$ cat config.mk
export PLATFORM = sky130hd
export DESIGN_NAME = paged_rom
export DESIGN_NICKNAME = d
export VERILOG_FILES = /design/src/rtl/paged_rom_pkg.sv /design/src/rtl/prx_latch.sv /design/src/rtl/prx_decode.sv /design/src/rtl/prx_rom.sv /design/src/rtl/paged_rom.sv
export SDC_FILE = /design/constraint.sdc
export NUM_CORES = 1
export LEC_CHECK = 0
export BUFFER_PORTS_ARGS = -buffer_cell sky130_fd_sc_hd__buf_2
export CAP_MARGIN = 0
export CORE_MARGIN = 5
export CORE_UTILIZATION = 54
export DETAILED_ROUTE_END_ITERATION = 6
export GPL_TIMING_DRIVEN = 0
export PLACE_DENSITY = 0.81
export SLEW_MARGIN = 10
export SYNTH_ARGS = -nofsm -noshare
export SYNTH_HDL_FRONTEND = slang
export SYNTH_HIERARCHICAL = 1
export SYNTH_SLANG_ARGS = --single-unit
$ cat constraint.sdc
create_clock -name clk -period 3.9 [get_ports clk]
set_input_delay 0 -clock clk [delete_from_list [all_inputs] [get_ports clk]]
set_output_delay 0 -clock clk [all_outputs]
set_load 0.02 [all_outputs]
$ cat src/rtl/paged_rom_pkg.sv
package paged_rom_pkg;

    function automatic logic [31:0] rom_word(input int unsigned idx, input int unsigned seed);
        logic [31:0] v;
        v = 32'(idx * 29 + seed) ^ 32'(idx >> 3);
        return v;
    endfunction

endpackage

$ cat src/rtl/prx_latch.sv
module prx_latch #(
    parameter int   BUS_W      = 8,
    parameter logic STRB_LEVEL = 1'b1
) (
    input  logic             clk,
    input  logic             rst,
    input  logic [BUS_W-1:0] bus,
    input  logic             strobe,
    output logic [BUS_W-1:0] hi_q
);
    logic             seen_d, seen_q;
    logic [BUS_W-1:0] hi_d;
    logic             active;

    always_comb begin
        active = (strobe == STRB_LEVEL);
        seen_d = active;
        hi_d   = hi_q;
        // capture on the first edge where the strobe is seen released
        if (seen_q && !active) begin
            hi_d = bus;
        end
    end

    always_ff @(posedge clk) begin
        if (rst) begin
            seen_q <= 1'b0;
            hi_q   <= '0;
        end else begin
            seen_q <= seen_d;
            hi_q   <= hi_d;
        end
    end
endmodule

$ cat src/rtl/prx_decode.sv
module prx_decode #(
    parameter int          BUS_W     = 8,
    parameter int          ADDR_W    = 16,
    parameter int          IDX_W     = 9,
    parameter logic [15:0] BASE      = 16'h2400,
    parameter logic        CS1_LEVEL = 1'b1,
    parameter logic        CS2_LEVEL = 1'b0
) (
    input  logic [BUS_W-1:0] hi,
    input  logic             sel_a,
    input  logic             sel_b,
    input  logic             rd_n,
    output logic             selected,
    output logic             reading
);
    localparam int LOW_HI_W = IDX_W - BUS_W;
    localparam int CMP_W    = ADDR_W - IDX_W;
    localparam logic [CMP_W-1:0] WIN = BASE[ADDR_W-1:IDX_W];

    logic in_win;

    always_comb begin
        in_win   = (hi[BUS_W-1:LOW_HI_W] == WIN);
        selected = in_win && (sel_a == CS1_LEVEL) && (sel_b == CS2_LEVEL);
        reading  = selected && !rd_n;
    end
endmodule

$ cat src/rtl/prx_rom.sv
module prx_rom #(
    parameter int          IDX_W  = 9,
    parameter int          DATA_W = 8,
    parameter int unsigned SEED   = 32'h3C
) (
    input  logic [IDX_W-1:0]  idx,
    output logic [DATA_W-1:0] word
);
    import paged_rom_pkg::*;

    logic [31:0] full;

    always_comb begin
        full = rom_word(32'(idx), SEED);
        word = full[DATA_W-1:0];
    end
endmodule

$ cat src/rtl/paged_rom.sv
module paged_rom #(
    parameter int          BUS_W      = 8,
    parameter int          ADDR_W     = 16,
    parameter int          DEPTH      = 512,
    parameter int          DATA_W     = 8,
    parameter logic [15:0] BASE       = 16'h2400,
    parameter logic        STRB_LEVEL = 1'b1,
    parameter logic        CS1_LEVEL  = 1'b1,
    parameter logic        CS2_LEVEL  = 1'b0,
    parameter int unsigned SEED       = 32'h3C
) (
    input  logic              clk,
    input  logic              rst,
    input  logic [BUS_W-1:0]  addr_lines,
    input  logic              hi_strobe,
    input  logic              sel_a,
    input  logic              sel_b,
    input  logic              rd_n,
    output logic [DATA_W-1:0] data_out,
    output logic              data_oe,
    output logic              chip_en
);
    localparam int IDX_W    = $clog2(DEPTH);
    localparam int LOW_HI_W = IDX_W - BUS_W;

    typedef struct packed {
        logic              ce;
        logic              oe;
        logic [DATA_W-1:0] data;
    } out_t;

    logic [BUS_W-1:0]  hi_q;
    logic              selected, reading;
    logic [IDX_W-1:0]  idx;
    logic [DATA_W-1:0] word;
    out_t              out_d, out_q;

    prx_latch #(.BUS_W(BUS_W), .STRB_LEVEL(STRB_LEVEL)) u_latch (
        .clk(clk), .rst(rst), .bus(addr_lines), .strobe(hi_strobe), .hi_q(hi_q)
    );

    prx_decode #(
        .BUS_W(BUS_W), .ADDR_W(ADDR_W), .IDX_W(IDX_W), .BASE(BASE),
        .CS1_LEVEL(CS1_LEVEL), .CS2_LEVEL(CS2_LEVEL)
    ) u_decode (
        .hi(hi_q), .sel_a(sel_a), .sel_b(sel_b), .rd_n(rd_n),
        .selected(selected), .reading(reading)
    );

    assign idx = {hi_q[LOW_HI_W-1:0], addr_lines};

    prx_rom #(.IDX_W(IDX_W), .DATA_W(DATA_W), .SEED(SEED)) u_rom (
        .idx(idx), .word(word)
    );

    always_comb begin
        out_d.ce   = selected;
        out_d.oe   = reading;
        out_d.data = reading ? word : '0;
    end

    always_ff @(posedge clk) begin
        if (rst) begin
            out_q <= '0;
        end else begin
            out_q <= out_d;
        end
    end

    assign chip_en  = out_q.ce;
    assign data_oe  = out_q.oe;
    assign data_out = out_q.data;
endmodule

==> flow_metrics.py, run 1 <==
metrics = {
    "route": {
        "drt_pass1_iterations": 3,
        "detailedRoute.firstIterationViolations": 6,
        "antenna_left": 0,
        "detailroute.via_count": 865,
        "detail_route.wirelength_mm": 2.42,
        "post_drt_wl_per_cell_um": 14.6,
        "vias_per_cell": 5.24,
        "drc": 0,
    },
    "pwr": {
        "cellLeakagePower_uw": 0.000677,
        "comb_power_share": 0.387,
        "power_density_over_the_cells_nw_per_um2": 341,
        "power.net_switching_uw": 147,
        "p_sw_frac": 0.301,
        "internal_pwr_total_uw": 340,
        "irDropWorstVdd_mv": 0.193,
        "seq_power_share": 0.412,
        "power.clock.fraction": 0.201,
    },
    "timing": {
        "fin_worst_hold_slack_ns": 0.0222,
        "clock-skew-final_ns": 0.0125,
        "setup_repair_after_global_routing_missed_its_margin": "false",
        "setup_viol": 0,
        "fin_crit_sh": 0.715,
        "period_minus_slack_ns": 2.79,
        "relSlewSlack": 0.490,
        "max_clk_rate_mhz": 359,
        "postLayoutSetupSlackWorst_ns": 1.11,
        "worstMarginPinSlew_ns": 0.759,
        "tns_ns": 0,
        "timing.final.max_slew_violations": 0,
        "final-hold-violation-count": 0,
    },
    "floorplanning": {
        "die_height_um": 57.9,
        "dieArea_sq_um": 3360,
        "floorplan.initialDensity": 0.561,
        "io_pins": 24,
        "core_area_sq_um": 2210,
        "core.rowCount": 17,
        "dieWidth_um": 57.9,
    },
    "place": {
        "port_buffers": 23,
        "place_hpwl_mm": 1.92,
        "dpl_worst_slack_ns": 0.751,
        "post_dp_cell_area_sq_um": 1390,
        "globalplace.congestion": 0.833,
        "placed_cells_incl_taps": 160,
    },
    "clock_tree": {
        "cts_made_buffers": 3,
        "clk_path_buf_depth": 2,
        "cts-resized-gates": 0,
        "cts_sinks": 19,
        "htree_levels": 1,
        "worst_setup_hold_path_clk_slew_ns": 0.11,
        "clkLatencyLatePin_ns": 0.30,
        "cts_tree": "built",
        "post_cts.repair.setup_buffers": 0,
        "root_buffer": "sky130_fd_sc_hd__clkbuf_4",
    },
    "worst_setup_path": {
        "ff2ff_path_depth": 3,
        "minimum_setup_slack_among_reg_to_reg_paths_ns": 2.11,
        "cp-endpoint": "data_out[7]",
        "start_kind": "input pin",
        "critPathKind": "input pin to flip-flop",
        "timing.critical_path.required_ns": 4.11,
        "timing.critical_path.to_type": "flip-flop",
        "crit_path_start": "addr_lines[1]",
        "worstReg2RegStart": "u_latch/hi_q[1]",
        "arrival_ns": 3.00,
        "critical_path.reg2reg.endpoint": "data_out[5]",
        "critical_path_fanout_max": 5,
    },
    "global_routing": {
        "first_global_vias": 876,
        "global_route.usage.total": 0.155,
        "grt_first_pass_wirelength_mm": 3.87,
        "overflow": 0,
        "antenna_found_initial": 0,
        "grt_start_max_net_pins": 19,
    },
    "layout": {
        "layoutNonFillerInstCount": 165,
        "layout-area-overhead-vs-synth_pct": 15.0,
        "n_fill_cell": 189,
        "num-nets-final": 170,
        "drive_above_1_share": 0.277,
        "stdcell_area_sq_um": 1430,
        "insertedDiodeCount": 0,
    },
    "synthesis": {
        "synthesis.area_per_instance_sq_um": 11.4,
        "synth_top_cell_area_share": 0.306,
        "postSynthNetCount": 141,
        "synth_top_flop_cell": "sky130_fd_sc_hd__dfxtp_1",
        "synthDominantAreaCellType": "sky130_fd_sc_hd__dfxtp_1",
        "number_of_flops_mapped_to_enable_cells_by_yosys": 0,
        "yosys_warnings": 6,
        "post_synth_inst_count": 109,
        "yosysMostFrequentCell": "sky130_fd_sc_hd__dfxtp_1",
        "netlist_area_sq_um": 1240,
        "postSynthRegisterBits": 19,
        "synth_seq_area_share": 0.306,
        "synthTopCellsByArea": "sky130_fd_sc_hd__dfxtp_1, sky130_fd_sc_hd__fa_1, sky130_fd_sc_hd__ha_1",
        "async_flop_share": 0,
        "synth.top_cells.by_count": "sky130_fd_sc_hd__dfxtp_1, sky130_fd_sc_hd__inv_1, sky130_fd_sc_hd__ha_1",
        "synth_cell_type_count": 21,
    },
    "worst_hold_path": {
        "whs_path_depth": 3,
        "hp-class": "input pin to flip-flop",
    },
    "status": {
        "status": "complete, no violations",
    },
    "job": {
        "drv_cap": 0,
    },
}
==> cell type report <==
type	instances	area, sq um	share of cell area
timing repair buffer	24	125	0.0876
clock buffer	4	26.3	0.0184
sequential	19	380	0.266
buffer	1	5.00	0.00351
multi-input combinational	77	811	0.568
inverter	12	45.0	0.0316
tap	28	35.0	0.0245
==> logic make-up after synthesis <==
| family | synth area share |
|---|---|
| simple gates | 0.232 |
| flops | 0.306 |
| fa+ha+maj | 0.230 |
| xor+xnor | 0.117 |
| buf+inv | 0.0403 |
| compound gates | 0.0665 |
| mux | 0.00806 |
==> layout by cell type (no fill, tap or decap) <==
cell type / synthesis / routed
sky130_fd_sc_hd__dlygate4sd3_1: 0 / 1
sky130_fd_sc_hd__nor2b_1: 3 / 3
sky130_fd_sc_hd__or4b_1: 1 / 1
sky130_fd_sc_hd__ha_1: 10 / 10
sky130_fd_sc_hd__xor2_1: 6 / 6
sky130_fd_sc_hd__fa_1: 8 / 8
sky130_fd_sc_hd__or3b_2: 1 / 1
sky130_fd_sc_hd__a21o_1: 1 / 1
sky130_fd_sc_hd__xnor3_1: 1 / 1
sky130_fd_sc_hd__xnor2_1: 8 / 8
sky130_fd_sc_hd__nand2b_1: 8 / 8
sky130_fd_sc_hd__mux2i_1: 1 / 1
sky130_fd_sc_hd__nand4bb_1: 9 / 9
sky130_fd_sc_hd__clkbuf_1: 0 / 1
sky130_fd_sc_hd__o21ai_2: 8 / 8
sky130_fd_sc_hd__and2b_4: 1 / 1
sky130_fd_sc_hd__inv_1: 12 / 12
sky130_fd_sc_hd__nor4_2: 1 / 1
sky130_fd_sc_hd__buf_2: 1 / 24
sky130_fd_sc_hd__and3b_1: 8 / 8
sky130_fd_sc_hd__dfxtp_1: 19 / 19
sky130_fd_sc_hd__nor4_1: 1 / 1
sky130_fd_sc_hd__clkbuf_4: 0 / 3
sky130_fd_sc_hd__a21oi_1: 1 / 1
==> critical path: stages <==
cell and delay [ns]:
sky130_fd_sc_hd__buf_2 0.14, sky130_fd_sc_hd__inv_1 0.07, sky130_fd_sc_hd__ha_1 0.27, sky130_fd_sc_hd__inv_1 0.05
sky130_fd_sc_hd__fa_1 0.53, sky130_fd_sc_hd__inv_1 0.06, sky130_fd_sc_hd__fa_1 0.58, sky130_fd_sc_hd__inv_1 0.05
sky130_fd_sc_hd__ha_1 0.28, sky130_fd_sc_hd__a21o_1 0.18, sky130_fd_sc_hd__a21oi_1 0.19, sky130_fd_sc_hd__xnor3_1 0.40
sky130_fd_sc_hd__and3b_1 0.18
==> stage by stage <==
step           utilization  total power, uW
2_1_floorplan            -              350
3_3_place_gp         0.629              385
3_5_place_dp         0.629              395
4_1_cts              0.641              494
5_1_grt              0.645              525
6_report             0.645              487
==> state kept, by name, summed over array words and instances (netlist names) <==
register	count
u_latch/hi_q	8
u_latch/seen_q	1
chip_en	1
data_out	8
data_oe	1
==> power groups by stage <==
stage	Combinational [uW]	Sequential, uW	Clock, uW
after floorplan	146	204	0
after global placement	180	205	0
after detailed placement	190	205	0
after CTS	191	201	102
after global routing	214	201	110
final	189	201	97.8
==> what timing repair did <==
| action | 4_1_cts | 5_1_grt |
|---|---|---|
| endpoints found under the setup margin | 0 | 0 |
| endpoints found under the hold margin | 0 | 1 |
| hold buffers | 0 | 1 |
==> how the worst min path moves through the flow <==
| stage | start | to | slack, ns |
|---|---|---|---|
| final | addr_lines[7] | u_latch/hi_q[7] | 0.02 |
| after global routing | addr_lines[7] | u_latch/hi_q[7] | 0.02 |
| after CTS | hi_strobe | u_latch/seen_q | 0.004 |
| after detailed placement | hi_strobe | u_latch/seen_q | 0.34 |
| after global placement | hi_strobe | u_latch/seen_q | 0.32 |
| after floorplan | rst | chip_en | 0.07 |
==> per-layer routing <==
metal	GRT usage	wire [um]
met1	0.180	1020
met2	0.273	1240
met3	0.0423	126
met4	0.0497	27
met5	0	0
(Power assumes the default switching activity.)
==> run 2, diff against run 1 <==
- clock period: 3.9 -> 2.75 ns (I/O delays scaled with it)
==> run 2 against run 1 <==
  * Clock-buffer cell count stayed put
  * Power grew 40%
  * Clock skew shrank 0.0097 ns
  * Setup slack got worse by 0.95 ns
  * Die area unchanged
  * Sequential share of layout area decreased by 0.12 points
  * Critical path depth stayed put
  * Register-to-register slack lost 1.1 ns
  * Non-clock buffer count did not move
  * Cell area increased by 0.44%
  * Critical endpoint unchanged
==> flow_metrics.py, run 2 (synthesis gave the netlist of run 1 again) <==
metrics = {
    "layout": {
        "layout_commonest_cell": "sky130_fd_sc_hd__buf_2",
        "insertedDiodeCount": 0,
        "n_fill_cell": 194,
        "stdcell_area_sq_um": 1430,
        "num-nets-final": 170,
        "final_util": 0.648,
        "drive_above_1_share": 0.292,
        "most-common-layout-cells": "sky130_fd_sc_hd__buf_2, sky130_fd_sc_hd__dfxtp_1, sky130_fd_sc_hd__inv_1",
        "layout-area-overhead-vs-synth_pct": 15.5,
    },
    "clock_tree": {
        "worst_setup_hold_path_clk_slew_ns": 0.10,
        "clkLatencyLatePin_ns": 0.28,
        "htree_levels": 1,
        "root_buffer": "sky130_fd_sc_hd__clkbuf_4",
        "cts_tree": "built",
        "cts_made_buffers": 3,
        "clk_path_buf_depth": 2,
        "cts_sinks": 19,
    },
    "worst_hold_path": {
        "whs_path_depth": 3,
        "hp-class": "input pin to flip-flop",
    },
    "timing": {
        "max_clk_rate_mhz": 386,
        "postLayoutSetupSlackWorst_ns": 0.159,
        "setup_repair_after_global_routing_missed_its_margin": "false",
        "fin_worst_hold_slack_ns": 0.0509,
        "period_minus_slack_ns": 2.59,
        "worstMarginPinSlew_ns": 0.669,
        "final-hold-violation-count": 0,
        "clock-skew-final_ns": 0.00283,
        "relSlewSlack": 0.550,
        "timing.final.max_slew_violations": 0,
        "fin_crit_sh": 0.942,
        "setup_viol": 0,
    },
    "place": {
        "globalplace.congestion": 0.814,
        "post_dp_cell_area_sq_um": 1390,
        "dpl_worst_slack_ns": -0.360,
        "place_hpwl_mm": 1.79,
        "port_buffers": 23,
    },
    "route": {
        "detailroute.via_count": 883,
        "detailedRoute.firstIterationViolations": 12,
        "detail_route.wirelength_mm": 2.25,
        "vias_per_cell": 5.35,
        "drt_pass1_iterations": 4,
        "antenna_left": 0,
        "post_drt_wl_per_cell_um": 13.7,
        "drc": 0,
    },
    "floorplanning": {
        "floorplan.initialDensity": 0.561,
        "die_height_um": 57.9,
        "io_pins": 24,
        "core.rowCount": 17,
        "core_area_sq_um": 2210,
        "dieWidth_um": 57.9,
        "dieArea_sq_um": 3360,
    },
    "pwr": {
        "cellLeakagePower_uw": 0.000678,
        "power.clock.fraction": 0.194,
        "seq_power_share": 0.416,
        "irDropWorstVdd_mv": 0.307,
        "totalPowerFinal_uw": 684,
        "power_density_over_the_cells_nw_per_um2": 477,
        "comb_power_share": 0.390,
        "internal_pwr_total_uw": 479,
        "p_sw_frac": 0.299,
        "power.net_switching_uw": 205,
    },
    "global_routing": {
        "first_global_vias": 900,
        "global_route.usage.total": 0.152,
        "antenna_found_initial": 0,
        "grt_first_pass_wirelength_mm": 3.98,
        "overflow": 0,
        "grt_start_max_net_pins": 19,
    },
    "worst_setup_path": {
        "start_kind": "input pin",
        "critical_path_fanout_max": 5,
        "timing.critical_path.required_ns": 2.94,
        "ff2ff_path_depth": 3,
        "timing.critical_path.to_type": "flip-flop",
        "critPathKind": "input pin to flip-flop",
        "arrival_ns": 2.78,
    },
    "status": {
        "status": "complete, no violations",
    },
    "job": {
        "drv_cap": 0,
    },
}
-- run 2: cell types whose count changed in the layout (fill, tap and decap cells not counted) --
cell / delta
sky130_fd_sc_hd__fa_1: -1
sky130_fd_sc_hd__a21oi_2: +1
sky130_fd_sc_hd__fa_2: +1
sky130_fd_sc_hd__a21oi_1: -1
-- run 2: path summary, 6_finish.rpt --
| path | end | startpoint | slack [ns] |
|---|---|---|---|
| worst max-delay path | data_out[7] | addr_lines[1] | 0.16 |
| worst min-delay path | u_latch/hi_q[5] | addr_lines[5] | 0.05 |
| worst max register to register | data_out[5] | u_latch/hi_q[1] | 1.05 |
| worst min register to register | u_latch/hi_q[5] | u_latch/hi_q[5] | 0.48 |
-- run 2: final cells by class --
type | instances | area, sq um | share of cell area
flip-flops and latches | 19 | 380 | 0.265
multi-input cells | 77 | 817 | 0.570
well taps | 28 | 35.0 | 0.0244
inverters | 12 | 45.0 | 0.0314
plain buffers | 1 | 5.00 | 0.00349
clock buffers | 4 | 26.3 | 0.0183
repair buffers | 24 | 125 | 0.0873
-- run 2: power groups by stage --
stage	logic, uW	registers (uW)	clock network [uW]
after floorplan	206	290	0
final	267	284	133
after global routing	307	285	159
after global placement	256	290	0
after detailed placement	264	291	0
after CTS	272	284	142
-- run 2: critical path, stage by stage --
cell and delay (ns):
sky130_fd_sc_hd__buf_2 0.15, sky130_fd_sc_hd__inv_1 0.08, sky130_fd_sc_hd__ha_1 0.27, sky130_fd_sc_hd__inv_1 0.05, sky130_fd_sc_hd__fa_1 0.54, sky130_fd_sc_hd__inv_1 0.05
sky130_fd_sc_hd__fa_2 0.55, sky130_fd_sc_hd__inv_1 0.05, sky130_fd_sc_hd__ha_1 0.28, sky130_fd_sc_hd__a21o_1 0.19, sky130_fd_sc_hd__a21oi_2 0.17, sky130_fd_sc_hd__xnor3_1 0.22
sky130_fd_sc_hd__and3b_1 0.18
-- run 2: timing repair --
item,CTS,global route
hold endpoints to repair,0,1
hold buffers,0,1
setup endpoints to repair,1,1
gates resized for setup,1,1
pin swaps,0,1
setup buffers,0,0
-- run 2: through the flow --
stage,setup TNS (ns),instances
6_report,0,165
5_1_grt,0,165
4_1_cts,0,164
3_5_place_dp,-0.360,160
3_3_place_gp,-0.290,160
2_1_floorplan,0,109
-- run 2: metal layers --
metal,up-vias,wire [um],track usage
li1,428,-,-
met1,432,1010,0.187
met2,21,1110,0.266
met3,2,119,0.0423
met4,0,12,0.0298
met5,-,0,0
